### config.mk
export PLATFORM = sky130hd
export DESIGN_NAME = srp_read_path
export DESIGN_NICKNAME = d
export VERILOG_FILES = /design/src/rtl/srp_pkg.sv /design/src/rtl/srp_cmd_decode.sv /design/src/rtl/srp_array.sv /design/src/rtl/srp_out_pipe.sv /design/src/rtl/srp_read_path.sv
export SDC_FILE = /design/constraint.sdc
export NUM_CORES = 1
export LEC_CHECK = 0
export ABC_AREA = 1
export BUFFER_PORTS_ARGS = -buffer_cell sky130_fd_sc_hd__clkbuf_2
export CELL_PAD_IN_SITES_DETAIL_PLACEMENT = 1
export CELL_PAD_IN_SITES_GLOBAL_PLACEMENT = 2
export CORE_MARGIN = 2
export CORE_UTILIZATION = 35
export DETAILED_ROUTE_END_ITERATION = 10
export PLACE_DENSITY = 0.75
export SKIP_CTS_REPAIR_TIMING = 1
export SYNTH_ARGS = -nofsm -noshare
export SYNTH_HDL_FRONTEND = slang
export SYNTH_SLANG_ARGS = --single-unit
### constraint.sdc
create_clock -name clk -period 2.3 [get_ports clk]
set_input_delay 0.46 -clock clk [delete_from_list [all_inputs] [get_ports clk]]
set_output_delay 0.46 -clock clk [all_outputs]
set_load 0.005 [all_outputs]
### src/rtl/srp_pkg.sv
package srp_pkg;

    // Output timing selected by the strap input
    typedef enum logic {
        MODE_FLOW = 1'b0,
        MODE_PIPE = 1'b1
    } srp_mode_e;

    // Qualified command seen at a clock edge
    typedef struct packed {
        logic rd;
        logic wr;
    } srp_op_t;

endpackage

### src/rtl/srp_cmd_decode.sv
module srp_cmd_decode
    import srp_pkg::*;
(
    input  logic    ce,
    input  logic    we,
    input  logic    sleep,
    output srp_op_t op
);

    // Sleep blocks every access; the array contents are left untouched
    always_comb begin
        op    = '0;
        op.rd = ce && !we && !sleep;
        op.wr = ce &&  we && !sleep;
    end

endmodule

### src/rtl/srp_array.sv
module srp_array #(
    parameter int unsigned AW = 4,
    parameter int unsigned DW = 16
) (
    input  logic          clk,
    input  logic          wr_en,
    input  logic [AW-1:0] wr_addr,
    input  logic [DW-1:0] wr_data,
    input  logic [AW-1:0] rd_addr,
    output logic [DW-1:0] rd_data
);

    localparam int unsigned DEPTH = 1 << AW;

    logic [DW-1:0] mem_q [DEPTH];

    always_ff @(posedge clk) begin
        if (wr_en) begin
            mem_q[wr_addr] <= wr_data;
        end
    end

    assign rd_data = mem_q[rd_addr];

endmodule

### src/rtl/srp_out_pipe.sv
module srp_out_pipe
    import srp_pkg::*;
#(
    parameter int unsigned AW = 4,
    parameter int unsigned DW = 16
) (
    input  logic          clk,
    input  logic          rst_n,
    input  logic          pipe_mode,
    input  srp_op_t       op,
    input  logic [AW-1:0] addr,
    input  logic [DW-1:0] arr_word,
    input  logic          oe_n,
    input  logic          sleep,
    output logic [AW-1:0] rd_addr,
    output logic [DW-1:0] dout,
    output logic          drive
);

    typedef struct packed {
        logic          s1_vld;
        logic [AW-1:0] s1_addr;
        logic          s2_vld;
        logic [DW-1:0] s2_data;
    } pipe_t;

    pipe_t     st_d, st_q;
    srp_mode_e mode_sel;
    logic      vld_sel;
    logic [DW-1:0] word_sel;

    assign mode_sel = srp_mode_e'(pipe_mode);

    // Next-state: stage 1 holds the registered read/deselect, stage 2 the output register
    always_comb begin
        st_d        = st_q;
        st_d.s1_vld = op.rd;
        if (op.rd) begin
            st_d.s1_addr = addr;
        end
        // a write right behind a read drops the word headed for the bus
        st_d.s2_vld = st_q.s1_vld && !op.wr;
        if (st_q.s1_vld) begin
            st_d.s2_data = arr_word;
        end
    end

    always_ff @(posedge clk) begin
        if (!rst_n) begin
            st_q <= '0;
        end else begin
            st_q <= st_d;
        end
    end

    assign rd_addr = st_q.s1_addr;

    always_comb begin
        if (mode_sel == MODE_PIPE) begin
            vld_sel  = st_q.s2_vld;
            word_sel = st_q.s2_data;
        end else begin
            vld_sel  = st_q.s1_vld;
            word_sel = arr_word;
        end
        drive = vld_sel && !oe_n && !sleep;
        dout  = drive ? word_sel : '0;
    end

    // pipelined deselect releases the bus after the second edge
    assert_pipe_deselect_R5: assert property (@(posedge clk) disable iff (!rst_n)
        (pipe_mode && !op.rd) |=> ##1 !drive);

    // flow-through deselect releases the bus after the first edge
    assert_flow_deselect_R6: assert property (@(posedge clk) disable iff (!rst_n)
        (!pipe_mode && !op.rd) |=> !drive);

    // a write never leads to the bus being driven in the next cycle
    assert_wr_no_drive_R7: assert property (@(posedge clk) disable iff (!rst_n)
        op.wr |=> !drive);

endmodule

### src/rtl/srp_read_path.sv
module srp_read_path
    import srp_pkg::*;
#(
    parameter int unsigned AW = 4,
    parameter int unsigned DW = 16
) (
    input  logic          clk,
    input  logic          rst_n,
    input  logic          pipe_mode,
    input  logic          ce,
    input  logic          we,
    input  logic [AW-1:0] addr,
    input  logic [DW-1:0] wdata,
    input  logic          oe_n,
    input  logic          sleep,
    output logic [DW-1:0] rdata,
    output logic          rdata_oe
);

    srp_op_t       op;
    logic [AW-1:0] rd_addr;
    logic [DW-1:0] arr_word;

    srp_cmd_decode u_dec (
        .ce    (ce),
        .we    (we),
        .sleep (sleep),
        .op    (op)
    );

    srp_array #(.AW(AW), .DW(DW)) u_arr (
        .clk     (clk),
        .wr_en   (op.wr),
        .wr_addr (addr),
        .wr_data (wdata),
        .rd_addr (rd_addr),
        .rd_data (arr_word)
    );

    srp_out_pipe #(.AW(AW), .DW(DW)) u_pipe (
        .clk       (clk),
        .rst_n     (rst_n),
        .pipe_mode (pipe_mode),
        .op        (op),
        .addr      (addr),
        .arr_word  (arr_word),
        .oe_n      (oe_n),
        .sleep     (sleep),
        .rd_addr   (rd_addr),
        .dout      (rdata),
        .drive     (rdata_oe)
    );

    // sleep keeps the bus released
    assert_sleep_off_R9: assert property (@(posedge clk) disable iff (!rst_n)
        sleep |-> !rdata_oe);

    // an undriven bus carries zero
    assert_idle_zero_R10: assert property (@(posedge clk) disable iff (!rst_n)
        !rdata_oe |-> (rdata == '0));

endmodule

==> reports/qor.tcl, run 1 <==
set qor(timing.final.ws_setup_ns) -0.2675
set qor(post-layout-total-power_mw) 11.91
set qor(numCtsBuffers) 34
set qor(drt_pass1_iterations) 5
set qor(routability_cong) 0.7585
set qor(synth_largest_type_area_fraction_pct) 63.06
set qor(finalSetupViolations) 16
set qor(cp-start-kind) {register}
set qor(synth.top_cells.by_count) {sky130_fd_sc_hd__nand2_1, sky130_fd_sc_hd__edfxtp_1, sky130_fd_sc_hd__nand3_1}
set qor(hp-start) {addr[2]}
set qor(postSynthAreaPerCell_um2) 10.04
set qor(hold_worst_slack_ns) 0.3283
set qor(syn-cell-area_um2) 12190
set qor(die_area_um2) 36340
set qor(postLayoutCellArea_um2) 15150
set qor(wire_length_of_the_first_global_routing_pass_um) 52940
set qor(clock_tree_from_tritoncts) {yes}
set qor(seq_area_frac_synth_pct) 67.33
set qor(count_of_endpoints_failing_hold_in_the_final_timing_report) 0
set qor(synth_top_area_cell) {sky130_fd_sc_hd__edfxtp_1}
set qor(hold_path_class) {input pin to register}
set qor(min_period_over_period_pct) 111.6
set qor(post_route_cells_drive_above_1_share_pct) 19.70
set qor(cts-root-to-sink-buffers) 3
set qor(clk_pin_slew_worst_paths_ns) 0.06
set qor(overall_fraction_of_global_route_tracks_in_use_pct) 19.55
set qor(vias) 8709
set qor(max-cap-violations) 0
set qor(critPathCaptureType) {primary output}
set qor(criticalPathCategory) {register to primary output}
set qor(timing.slew.headroom_pct) 62.09
set qor(largest_net_degree_at_the_start_of_global_routing) 65
set qor(status) {finished with violations}
set qor(core_um2) 34460
set qor(postSynth.topFlopCell) {sky130_fd_sc_hd__edfxtp_1}
set qor(top_level_ports) 44
set qor(final.setup_skew_ns) 0.01697
set qor(globalRouteMet3Util_pct) 3.055
set qor(met2_usage_pct) 31.19
set qor(power-per-cell-area_nw_per_um2) 786.3
set qor(unrepaired_setup_endpoints_after_global_routing) {yes}
set qor(wl_per_cell_um) 20.92
set qor(clock_insertion_delay_worst_skew_ns) 0.51
set qor(clock.fmax_mhz) 389.5
set qor(buffer_ports.inserted) 43
set qor(grtUsageMet1_pct) 28.06
set qor(placement_rows) 68
set qor(timing.critical_path.fanout_max) 16
set qor(tightest_slew_ns) 0.5651
set qor(drt-total-wl_um) 37130
set qor(synth_most_common_cell) {sky130_fd_sc_hd__nand2_1}
set qor(yosys_warnings) 0
set qor(final_nets) 1322
set qor(via_count_of_the_first_global_routing_pass) 8711
set qor(arrival_ns) 2.11
set qor(cts_max_level) 2
set qor(p_leak_nw) 6.372
set qor(die_height_um) 190.6
set qor(root_buffer) {sky130_fd_sc_hd__clkbuf_16}
set qor(drt_iter0_drc) 682
set qor(timing_max_transition_violations_final) 0
set qor(violations) {setup timing}
set qor(min_period_ns) 2.568
set qor(cp_data_required_time_ns) 1.84
set qor(number_of_enable_type_register_cells_in_the_synthesized_netlist) 256
set qor(ys_types) 22
set qor(syn-num-nets) 1241
set qor(antenna_cells_inserted) 0
set qor(yosys-top-cells-area) {sky130_fd_sc_hd__edfxtp_1, sky130_fd_sc_hd__nand2_1, sky130_fd_sc_hd__nand3_1}
set qor(syn2layout_area_growth_pct) 24.27
set qor(via_to_cell_ratio) 4.906
set qor(detail-route-antenna-nets) 0
set qor(gr-max-usage-layer) {met2}
set qor(detailed_place_hpwl_um) 21190
set qor(die_w_um) 190.6
set qor(synth-seq-cells) 282
set qor(placement.cell_area_um2) 13250
set qor(worst_ir_drop_vdd_mv) 0.3437
set qor(number_of_antenna_violations_at_the_first_check_in_global_routing) 0
set qor(initial_core_util_pct) 35.38
set qor(async_reset_ff_share_pct) 0
set qor(netlist_instances) 1214
set qor(clkSinkCount) 282
set qor(num-fill-cells) 3774
set qor(dr_drc_count) 0
set qor(overflow) 0
## per-stage QoR
stage | std cells | worst slack, ns | TNS, ns | utilization [%]
floorplan | 1214 | 0.3315 | 0 | -
global placement | 1699 | 0.2120 | 0 | 38.44
detailed placement | 1699 | 0.1789 | 0 | 38.44
CTS | 1760 | -0.3516 | -4.506 | 41.68
global route | 1775 | -0.3847 | -5.526 | 43.97
finish | 1775 | -0.2675 | -3.618 | 43.97
## cell families (layout without fill, tap and decap cells)
logic type / after synthesis / count (layout) / synth area share, %
AOI/OAI and AO/OA: 41 / 41 / 2.084
buffers and inverters: 252 / 358 / 8.765
DFF: 282 / 282 / 67.33
and+or+nand+nor: 639 / 639 / 21.82
## critical path: stages (launching register included)
cell and delay [ns]:
sky130_fd_sc_hd__dfxtp_4 0.45, sky130_fd_sc_hd__clkinv_8 0.16, sky130_fd_sc_hd__clkbuf_16 0.22, sky130_fd_sc_hd__nand2_1 0.07
sky130_fd_sc_hd__nand3_1 0.07, sky130_fd_sc_hd__nand3_1 0.12, sky130_fd_sc_hd__nand3_2 0.16, sky130_fd_sc_hd__nand3_1 0.14
sky130_fd_sc_hd__nand2_1 0.06, sky130_fd_sc_hd__inv_1 0.04, sky130_fd_sc_hd__clkbuf_2 0.10
## placed cells by master, fill, tap and decap left out, types with 2 or more instances in the layout
cell                        count
sky130_fd_sc_hd__clkbuf_16     45
sky130_fd_sc_hd__inv_6          2
sky130_fd_sc_hd__clkbuf_1       8
sky130_fd_sc_hd__a21oi_1       27
sky130_fd_sc_hd__nand2_4        2
sky130_fd_sc_hd__clkinv_1       9
sky130_fd_sc_hd__nand3_4        9
sky130_fd_sc_hd__edfxtp_1     256
sky130_fd_sc_hd__bufinv_16      5
sky130_fd_sc_hd__buf_12        15
sky130_fd_sc_hd__clkinv_2       3
sky130_fd_sc_hd__inv_2          2
sky130_fd_sc_hd__a21oi_2        9
sky130_fd_sc_hd__dfxtp_1       24
sky130_fd_sc_hd__buf_16         4
sky130_fd_sc_hd__buf_2          2
sky130_fd_sc_hd__nand3_2       56
sky130_fd_sc_hd__nand2_1      411
sky130_fd_sc_hd__nand2_2        9
sky130_fd_sc_hd__nor2_2        16
sky130_fd_sc_hd__clkbuf_2      41
sky130_fd_sc_hd__o21ai_0        4
sky130_fd_sc_hd__nand3_1      131
sky130_fd_sc_hd__nor2_1         2
sky130_fd_sc_hd__buf_4         31
sky130_fd_sc_hd__inv_1        187
## routing by layer
layer,up-vias,wire (um)
met5,-,0
met4,0,565
met3,44,1576
met1,4374,17570
met2,198,17420
li1,4093,-
## final timing paths
kind / slack, ns / cells past startpoint / end
worst min register to register: 0.44 / 2 / u_pipe.rd_addr[3]
worst min-delay path: 0.33 / 3 / u_pipe.rd_addr[2]
worst max-delay path: -0.27 / 10 / rdata[1]
worst max register to register: 0.65 / 10 / u_pipe.st_q[15]
## area by class of cell
class / instances / area, um2 / share of cell area (%)
Multi-Input combinational cell: 680 / 3377 / 22.29
Timing Repair Buffer: 105 / 1135 / 7.491
Sequential cell: 282 / 8213 / 54.21
Clock buffer: 43 / 905.9 / 5.980
Clock inverter: 18 / 211.5 / 1.396
Tap cell: 455 / 569.3 / 3.758
Inverter: 192 / 738.2 / 4.873
## flip-flops by register name (all words and copies together), names as in the netlist, named ones only
register        cells
u_arr.mem_q       256
u_pipe.rd_addr      4
u_pipe.st_q        18
## report_power, final
part           switching [mW]  total, mW  internal (mW)  leakage [nW]
Combinational           0.580      0.863          0.283          3.32
Sequential             0.0196       5.65           5.63          2.52
Clock                    2.05       5.39           3.35         0.540
Total                    2.65       11.9           9.26          6.37
Power figures use the tool's default switching activity.
==> run 2, diff against run 1 <==
--- a/config.mk
+++ b/config.mk
@@ -5,14 +5,14 @@
 export SDC_FILE = /design/constraint.sdc
 export NUM_CORES = 1
 export LEC_CHECK = 0
-export ABC_AREA = 1
 export BUFFER_PORTS_ARGS = -buffer_cell sky130_fd_sc_hd__clkbuf_2
 export CELL_PAD_IN_SITES_DETAIL_PLACEMENT = 1
 export CELL_PAD_IN_SITES_GLOBAL_PLACEMENT = 2
+export CORE_ASPECT_RATIO = 1.1
 export CORE_MARGIN = 2
 export CORE_UTILIZATION = 35
 export DETAILED_ROUTE_END_ITERATION = 10
-export PLACE_DENSITY = 0.75
+export PLACE_DENSITY = 0.67
 export SKIP_CTS_REPAIR_TIMING = 1
 export SYNTH_ARGS = -nofsm -noshare
 export SYNTH_HDL_FRONTEND = slang
==> run 2 against run 1 <==
Against the previous run:
- the run still ends with setup timing left
- synthesized cell count is 49% lower
- hold slack worse by 0.013 ns
- sequential power hardly changed
- combinational power is 36% lower
- first-iteration DRC count is 38% lower
- core utilization is 0.53 points higher
- clock skew is 0.0026 ns higher
- largest cell class unchanged
==> reports/qor.tcl, run 2 <==
set qor(status) {finished with violations} ;# unchanged
set qor(violations) {setup timing} ;# unchanged
set qor(overall_fraction_of_global_route_tracks_in_use_pct) 16.76 ;# was 19.55%
set qor(netlist_instances) 623 ;# was 1214
set qor(largest_register_ff_count) 256 ;# unchanged
set qor(drt-met1-wl_um) 11910 ;# was 17570 um
set qor(drt-total-wl_um) 28770 ;# was 37130 um
set qor(numCtsBuffers) 28 ;# was 34
set qor(detailed_place_hpwl_um) 17140 ;# was 21190 um
set qor(critPathCaptureType) {primary output} ;# unchanged
set qor(top_level_ports) 44 ;# unchanged
set qor(initial_core_util_pct) 35.27 ;# was 35.38%
set qor(cp_top_family) {compound AO/OA/AOI/OAI gates} ;# was simple AND/OR/NAND/NOR gates
set qor(clock_insertion_delay_worst_skew_ns) 0.54 ;# was 0.51 ns
set qor(synth_most_common_cell) {sky130_fd_sc_hd__edfxtp_1} ;# was sky130_fd_sc_hd__nand2_1
set qor(cts_max_level) 1 ;# was 2
set qor(post_route_cells_drive_above_1_share_pct) 32.81 ;# was 19.70%
set qor(met2RoutedLength_um) 15090 ;# was 17420 um
set qor(final.setup_skew_ns) 0.01961 ;# was 0.01697 ns
set qor(criticalPathCategory) {register to primary output} ;# unchanged
set qor(yosys-top-cells-area) {sky130_fd_sc_hd__edfxtp_1, sky130_fd_sc_hd__mux2i_1, sky130_fd_sc_hd__dfxtp_1} ;# was sky130_fd_sc_hd__edfxtp_1, sky130_fd_sc_hd__nand2_1, sky130_fd_sc_hd__nand3_1
set qor(number_of_antenna_violations_at_the_first_check_in_global_routing) 0 ;# unchanged
set qor(met3_wirelength_um) 1195 ;# was 1576 um
set qor(hold_worst_slack_ns) 0.3151 ;# was 0.3283 ns
set qor(detail-route-antenna-nets) 0 ;# unchanged
set qor(finalSetupViolations) 16 ;# unchanged
set qor(die_w_um) 173.1 ;# was 190.6 um
set qor(timing_max_transition_violations_final) 0 ;# unchanged
set qor(async_reset_ff_share_pct) 0 ;# unchanged
set qor(syn-cell-area_um2) 11010 ;# was 12190 um2
set qor(register_ranked_first_by_flip_flop_count) {u_arr.mem_q} ;# unchanged
set qor(syn2layout_area_growth_pct) 26.14 ;# was 24.27%
set qor(root_buffer) {sky130_fd_sc_hd__clkbuf_16} ;# unchanged
set qor(postSynth.topFlopCell) {sky130_fd_sc_hd__edfxtp_1} ;# unchanged
set qor(die_height_um) 190.0 ;# was 190.6 um
set qor(num-fill-cells) 2991 ;# was 3774
set qor(timing.slew.headroom_pct) 59.09 ;# was 62.09%
set qor(drt_pass1_iterations) 7 ;# was 5
set qor(utilization_pct) 44.49 ;# was 43.97%
set qor(max-cap-violations) 0 ;# unchanged
set qor(wire_length_of_the_first_global_routing_pass_um) 40910 ;# was 52940 um
set qor(count_of_endpoints_failing_hold_in_the_final_timing_report) 0 ;# unchanged
set qor(clock_tree_from_tritoncts) {yes} ;# unchanged
set qor(arrival_ns) 2.35 ;# was 2.11 ns
set qor(die_area_um2) 32900 ;# was 36340 um2
set qor(postSynthAreaPerCell_um2) 17.68 ;# was 10.04 um2
set qor(worst-path-buf-inv) 3 ;# was 4
set qor(cp-start-kind) {register} ;# unchanged
set qor(tightest_slew_ns) 0.6129 ;# was 0.5651 ns
set qor(min_period_over_period_pct) 122.0 ;# was 111.6%
set qor(synth-seq-cells) 282 ;# unchanged
set qor(top_layer) {met4} ;# unchanged
set qor(mostFrequentLayoutCells) {sky130_fd_sc_hd__edfxtp_1, sky130_fd_sc_hd__mux2i_1, sky130_fd_sc_hd__buf_4} ;# was sky130_fd_sc_hd__nand2_1, sky130_fd_sc_hd__edfxtp_1, sky130_fd_sc_hd__inv_1
set qor(number_of_enable_type_register_cells_in_the_synthesized_netlist) 256 ;# unchanged
set qor(syn-num-nets) 650 ;# was 1241
set qor(clock.fmax_mhz) 356.4 ;# was 389.5 MHz
set qor(synth.top_cells.by_count) {sky130_fd_sc_hd__edfxtp_1, sky130_fd_sc_hd__mux2i_1, sky130_fd_sc_hd__nor2_1} ;# was sky130_fd_sc_hd__nand2_1, sky130_fd_sc_hd__edfxtp_1, sky130_fd_sc_hd__nand3_1
set qor(critical-path-max-stage-delay_ns) 0.52 ;# was 0.45 ns
set qor(path_cells) {buf_12, buf_4, mux2i_1, a222oi_1, a2bb2oi_4, o21ai_2, buf_2} ;# was clkinv_8, clkbuf_16, nand2_1, nand3_1, nand3_1, nand3_2, nand3_1, nand2_1, inv_1, clkbuf_2
set qor(p_leak_nw) 4.559 ;# was 6.372 nW
set qor(cp_data_required_time_ns) 1.84 ;# about the same
set qor(final_nets) 777 ;# was 1322
set qor(via_count_of_the_first_global_routing_pass) 6473 ;# was 8711
set qor(cpMaxStageDelayCell) {sky130_fd_sc_hd__a222oi_1} ;# was sky130_fd_sc_hd__dfxtp_4
set qor(wl_per_cell_um) 24.15 ;# was 20.92 um
set qor(yosys_warnings) 0 ;# unchanged
set qor(core_um2) 31220 ;# was 34460 um2
set qor(power-per-cell-area_nw_per_um2) 811.4 ;# was 786.3 nW/um2
set qor(synth_largest_type_area_fraction_pct) 69.80 ;# was 63.06%
set qor(hold_path_class) {input pin to register} ;# unchanged
set qor(ys_types) 32 ;# was 22
set qor(antenna_cells_inserted) 0 ;# unchanged
set qor(placement_rows) 68 ;# unchanged
set qor(vias) 6172 ;# was 8709
set qor(largest_net_degree_at_the_start_of_global_routing) 33 ;# was 65
set qor(drt_iter0_drc) 422 ;# was 682
set qor(min_period_ns) 2.806 ;# was 2.568 ns
set qor(overflow) 0 ;# unchanged
set qor(synth_top_area_cell) {sky130_fd_sc_hd__edfxtp_1} ;# unchanged
set qor(buffer_ports.inserted) 43 ;# unchanged
set qor(worst_ir_drop_vdd_mv) 0.5116 ;# was 0.3437 mV
set qor(unrepaired_setup_endpoints_after_global_routing) {yes} ;# unchanged
set qor(dr_drc_count) 0 ;# unchanged
set qor(regToRegSetupSlack_ns) 0.44 ;# was 0.65 ns
set qor(most_common_cell_after_layout_fill_and_taps_aside) {sky130_fd_sc_hd__edfxtp_1} ;# was sky130_fd_sc_hd__nand2_1
set qor(via_to_cell_ratio) 5.182 ;# was 4.906
set qor(seq_area_frac_synth_pct) 74.53 ;# was 67.33%
set qor(cts-root-to-sink-buffers) 3 ;# unchanged
set qor(timing.final.ws_setup_ns) -0.5058 ;# was -0.2675 ns
set qor(timing.critical_path.fanout_max) 13 ;# was 16
set qor(clkSinkCount) 282 ;# unchanged
set qor(routability_cong) 0.7348 ;# was 0.7585
set qor(clk_pin_slew_worst_paths_ns) 0.07 ;# was 0.06 ns
## run 2: path summary, 6_finish.rpt
check / endpoint / cells past startpoint / start
max reg2reg: u_pipe.st_q[5] / 7 / register
max: rdata[3] / 7 / register
min: u_pipe.st_q[16] / 3 / ce
min reg2reg: u_pipe.st_q[16] / 1 / u_pipe.st_q[21]
## run 2: worst register-to-register path: stages, from the launching register on
cell                        delay [ns]
sky130_fd_sc_hd__dfxtp_4          0.36
sky130_fd_sc_hd__buf_12           0.14
sky130_fd_sc_hd__buf_8            0.14
sky130_fd_sc_hd__mux4_2           0.50
sky130_fd_sc_hd__nor2_2           0.15
sky130_fd_sc_hd__a2bb2oi_4        0.24
sky130_fd_sc_hd__buf_4            0.15
sky130_fd_sc_hd__a21oi_1          0.05
## run 2: stage by stage
step / setup WS [ns] / cells / TNS, ns / total power [mW] / cell area [um2]
final: -0.5058 / 1191 / -7.114 / 11.27 / 13890
after global routing: -0.5948 / 1191 / -8.610 / 11.57 / 13890
after CTS: -0.7901 / 1157 / -10.73 / 11.27 / 13210
after detailed placement: -0.1717 / 1106 / -1.407 / 6.209 / 12180
after global placement: -0.1898 / 1106 / -1.787 / 6.189 / 12180
after floorplan: 0.1852 / 623 / 0 / 5.984 / 11030
## run 2: final cells by class
cell class                 instances  area, um2  area share [%]
clock inverter                    18      292.8           2.108
sequential                       282       8219           59.16
multi-input combinational        302       2829           20.36
clock buffer                      33      740.7           5.332
tap                              420      525.5           3.783
timing repair buffer             135       1281           9.223
inverter                           1      3.754         0.02702
## run 2: kinds of logic after synthesis
family / synth area share (%)
DFF: 74.53
muxes: 12.50
AOI/OAI and AO/OA: 7.032
and+or+nand+nor: 3.351
buffers and inverters: 2.590
## run 2: power by group
part / leakage [nW] / switching (mW) / internal [mW]
clock: 0.505 / 1.88 / 3.19
combinational: 1.54 / 0.309 / 0.245
sequential: 2.52 / 0.0181 / 5.63
## run 2: routing by layer
metal / GRT usage [%] / vias to the layer above
met5: 0 / -
met4: 4.465 / 0
met3: 2.198 / 35
met2: 30.55 / 143
met1: 21.00 / 3240
li1: - / 2754
==> run 3, diff against run 2 <==
--- a/config.mk
+++ b/config.mk
@@ -13,6 +13,7 @@
 export CORE_UTILIZATION = 35
 export DETAILED_ROUTE_END_ITERATION = 10
 export PLACE_DENSITY = 0.67
+export RECOVER_POWER = 50
 export SKIP_CTS_REPAIR_TIMING = 1
 export SYNTH_ARGS = -nofsm -noshare
 export SYNTH_HDL_FRONTEND = slang
==> constraint.sdc (replaced) <==
create_clock -name clk -period 2.73 [get_ports clk]
set_input_delay 0.546 -clock clk [delete_from_list [all_inputs] [get_ports clk]]
set_output_delay 0.546 -clock clk [all_outputs]
set_load 0.005 [all_outputs]
==> run 3 against run 2 <==
Against the previous run:
- the run still ends with setup timing left
- count of clock-buffer cells in the layout increased by 1
- worst setup slack improved by 0.25 ns
- clock power decreased by 21%
- sequential power decreased by 16%
- critical endpoint is now rdata[6]
- final cell count decreased by 1.5%
- final area decreased by 3.6%
- global-route usage increased by 0.18 points
- flip-flop and latch count unchanged
- sequential share of layout area increased by 2.2 points
- critical path depth unchanged
- core utilization decreased by 1.6 points
==> reports/qor.tcl, run 3 (synthesized netlist as in run 2, its figures left out) <==
set qor(status) {finished with violations} ;# unchanged
set qor(violations) {setup timing} ;# unchanged
set qor(drt_iter0_drc) 493 ;# was 422
set qor(clock_tree_from_tritoncts) {yes} ;# unchanged
set qor(core_um2) 31220 ;# unchanged
set qor(drt-total-wl_um) 28990 ;# was 28770 um
set qor(arrival_ns) 2.44 ;# was 2.35 ns
set qor(root_buffer) {sky130_fd_sc_hd__clkbuf_16} ;# unchanged
set qor(largest_register_ff_count) 256 ;# unchanged
set qor(tightest_slew_ns) 1.285 ;# was 0.6129 ns
set qor(num-fill-cells) 3041 ;# was 2991
set qor(initial_core_util_pct) 35.27 ;# unchanged
set qor(via_count_of_the_first_global_routing_pass) 6443 ;# was 6473
set qor(number_of_antenna_violations_at_the_first_check_in_global_routing) 0 ;# unchanged
set qor(criticalPathCategory) {register to primary output} ;# unchanged
set qor(placed_cells) 1093 ;# was 1106
set qor(worst-path-buf-inv) 3 ;# unchanged
set qor(critPathCaptureType) {primary output} ;# unchanged
set qor(min_period_over_period_pct) 109.4
set qor(worstRegToRegCells) 7 ;# unchanged
set qor(overflow) 0 ;# unchanged
set qor(cts_max_level) 1 ;# unchanged
set qor(dr_drc_count) 0 ;# unchanged
set qor(register_ranked_first_by_flip_flop_count) {u_arr.mem_q} ;# unchanged
set qor(mostFrequentLayoutCells) {sky130_fd_sc_hd__edfxtp_1, sky130_fd_sc_hd__mux2i_1, sky130_fd_sc_hd__buf_4} ;# unchanged
set qor(post_layout_nonfiller_instances) 1173 ;# was 1191
set qor(cp-start-kind) {register} ;# unchanged
set qor(cp_top_family) {compound AO/OA/AOI/OAI gates} ;# unchanged
set qor(regToRegSetupSlack_ns) 0.77 ;# was 0.44 ns
set qor(cpMaxStageDelayCell) {sky130_fd_sc_hd__a222oi_1} ;# unchanged
set qor(timing.final.ws_setup_ns) -0.2567 ;# was -0.5058 ns
set qor(post_route_cells_drive_above_1_share_pct) 27.62 ;# was 32.81%
set qor(hold_depth) 3 ;# unchanged
set qor(utilization_pct) 42.89 ;# was 44.49%
set qor(final.setup.tns_ns) -2.364 ;# was -7.114 ns
set qor(post-layout-total-power_mw) 9.198 ;# was 11.27 mW
set qor(routability_cong) 0.7663 ;# was 0.7348
set qor(postLayoutCellArea_um2) 13390 ;# was 13890 um2
set qor(die_area_um2) 32900 ;# unchanged
set qor(die_w_um) 173.1 ;# unchanged
set qor(finalSetupViolations) 16 ;# unchanged
set qor(final.setup_skew_ns) 0.008804 ;# was 0.01961 ns
set qor(cp_data_required_time_ns) 2.18 ;# was 1.84 ns
set qor(antenna_cells_inserted) 0 ;# unchanged
set qor(worst_ir_drop_vdd_mv) 0.4081 ;# was 0.5116 mV
set qor(buffer_ports.inserted) 43 ;# unchanged
set qor(largest_net_degree_at_the_start_of_global_routing) 36 ;# was 33
set qor(critical-path-max-stage-delay_ns) 0.56 ;# was 0.52 ns
set qor(timing.slew.headroom_pct) 14.32 ;# was 59.09%
set qor(timing_max_transition_violations_final) 0 ;# unchanged
set qor(hold_worst_slack_ns) 0.3903 ;# was 0.3151 ns
set qor(critical_path.reg2reg.endpoint) {u_pipe.st_q[6]} ;# was u_pipe.st_q[5]
set qor(wl_per_cell_um) 24.72 ;# was 24.15 um
set qor(clk_pin_slew_worst_paths_ns) 0.07 ;# about the same
set qor(detailed_place_hpwl_um) 17160 ;# was 17140 um
set qor(drt_pass1_iterations) 7 ;# unchanged
set qor(overall_fraction_of_global_route_tracks_in_use_pct) 16.94 ;# was 16.76%
set qor(die_height_um) 190.0 ;# unchanged
set qor(numCtsBuffers) 28 ;# unchanged
set qor(clkSinkCount) 282 ;# unchanged
set qor(count_of_endpoints_failing_hold_in_the_final_timing_report) 0 ;# unchanged
set qor(unrepaired_setup_endpoints_after_global_routing) {yes} ;# unchanged
set qor(via_to_cell_ratio) 5.172 ;# was 5.182
set qor(power-per-cell-area_nw_per_um2) 686.9 ;# was 811.4 nW/um2
set qor(path_cells) {buf_6, nor2b_4, buf_12, a222oi_1, a2bb2oi_2, o21ai_1, buf_2} ;# was buf_12, buf_4, mux2i_1, a222oi_1, a2bb2oi_4, o21ai_2, buf_2
set qor(cts-root-to-sink-buffers) 3 ;# unchanged
set qor(top_level_ports) 44 ;# unchanged
set qor(hp-start) {addr[1]} ;# was ce
set qor(wire_length_of_the_first_global_routing_pass_um) 41350 ;# was 40910 um
set qor(syn2layout_area_growth_pct) 21.60 ;# was 26.14%
set qor(min_period_ns) 2.987
set qor(pre_cts_ws_ns) 0.1483 ;# was -0.1717 ns
set qor(placement.cell_area_um2) 11890 ;# was 12180 um2
set qor(clock_insertion_delay_worst_skew_ns) 0.54 ;# about the same
set qor(detail-route-antenna-nets) 0 ;# unchanged
set qor(vias) 6067 ;# was 6172
set qor(p_leak_nw) 4.290 ;# was 4.559 nW
set qor(timing.critical_path.fanout_max) 6 ;# was 13
set qor(hold_path_class) {input pin to register} ;# unchanged
set qor(most_common_cell_after_layout_fill_and_taps_aside) {sky130_fd_sc_hd__edfxtp_1} ;# unchanged
set qor(max-cap-violations) 0 ;# unchanged
set qor(clock.fmax_mhz) 334.8
set qor(placement_rows) 68 ;# unchanged
set qor(final_nets) 758 ;# was 777
==> run 3: layout make-up <==
| type | count | area [um2] | area share, % |
|---|---|---|---|
| flip-flops and latches | 282 | 8219 | 61.38 |
| repair buffers | 116 | 915.9 | 6.839 |
| well taps | 420 | 525.5 | 3.924 |
| clock buffers | 34 | 744.5 | 5.559 |
| multi-input cells | 302 | 2761 | 20.62 |
| inverters | 1 | 3.754 | 0.02803 |
| clock inverters | 18 | 221.5 | 1.654 |
==> run 3: per-layer routing <==
metal	part of all wire (%)	routed length, um	GRT usage [%]
met4	1.8	533	4.302
met2	52	15220	30.77
met1	41	11920	21.05
met3	4.6	1320	2.758
met5	0	0	0
==> run 3: power by group <==
group	switching [mW]	internal [mW]
clock network	1.59	2.41
logic	0.254	0.179
registers	0.0175	4.74
==> run 3: worst max-delay path by stage <==
| stage | cells after the start | slack (ns) | startpoint | endpoint |
|---|---|---|---|---|
| after detailed placement | 6 | 0.15 | register | rdata[13] |
| after CTS | 6 | -0.45 | register | rdata[13] |
| after global routing | 7 | -0.35 | register | rdata[6] |
| after floorplan | 3 | 0.10 | sleep | u_arr.mem_q[0][0] |
| final | 7 | -0.26 | register | rdata[6] |
| after global placement | 6 | 0.20 | register | rdata[12] |
==> run 3: worst min-delay path, cell delays in order <==
cell and delay [ns]:
sky130_fd_sc_hd__clkbuf_2 0.12, sky130_fd_sc_hd__mux2i_1 0.14, sky130_fd_sc_hd__nor2b_1 0.08
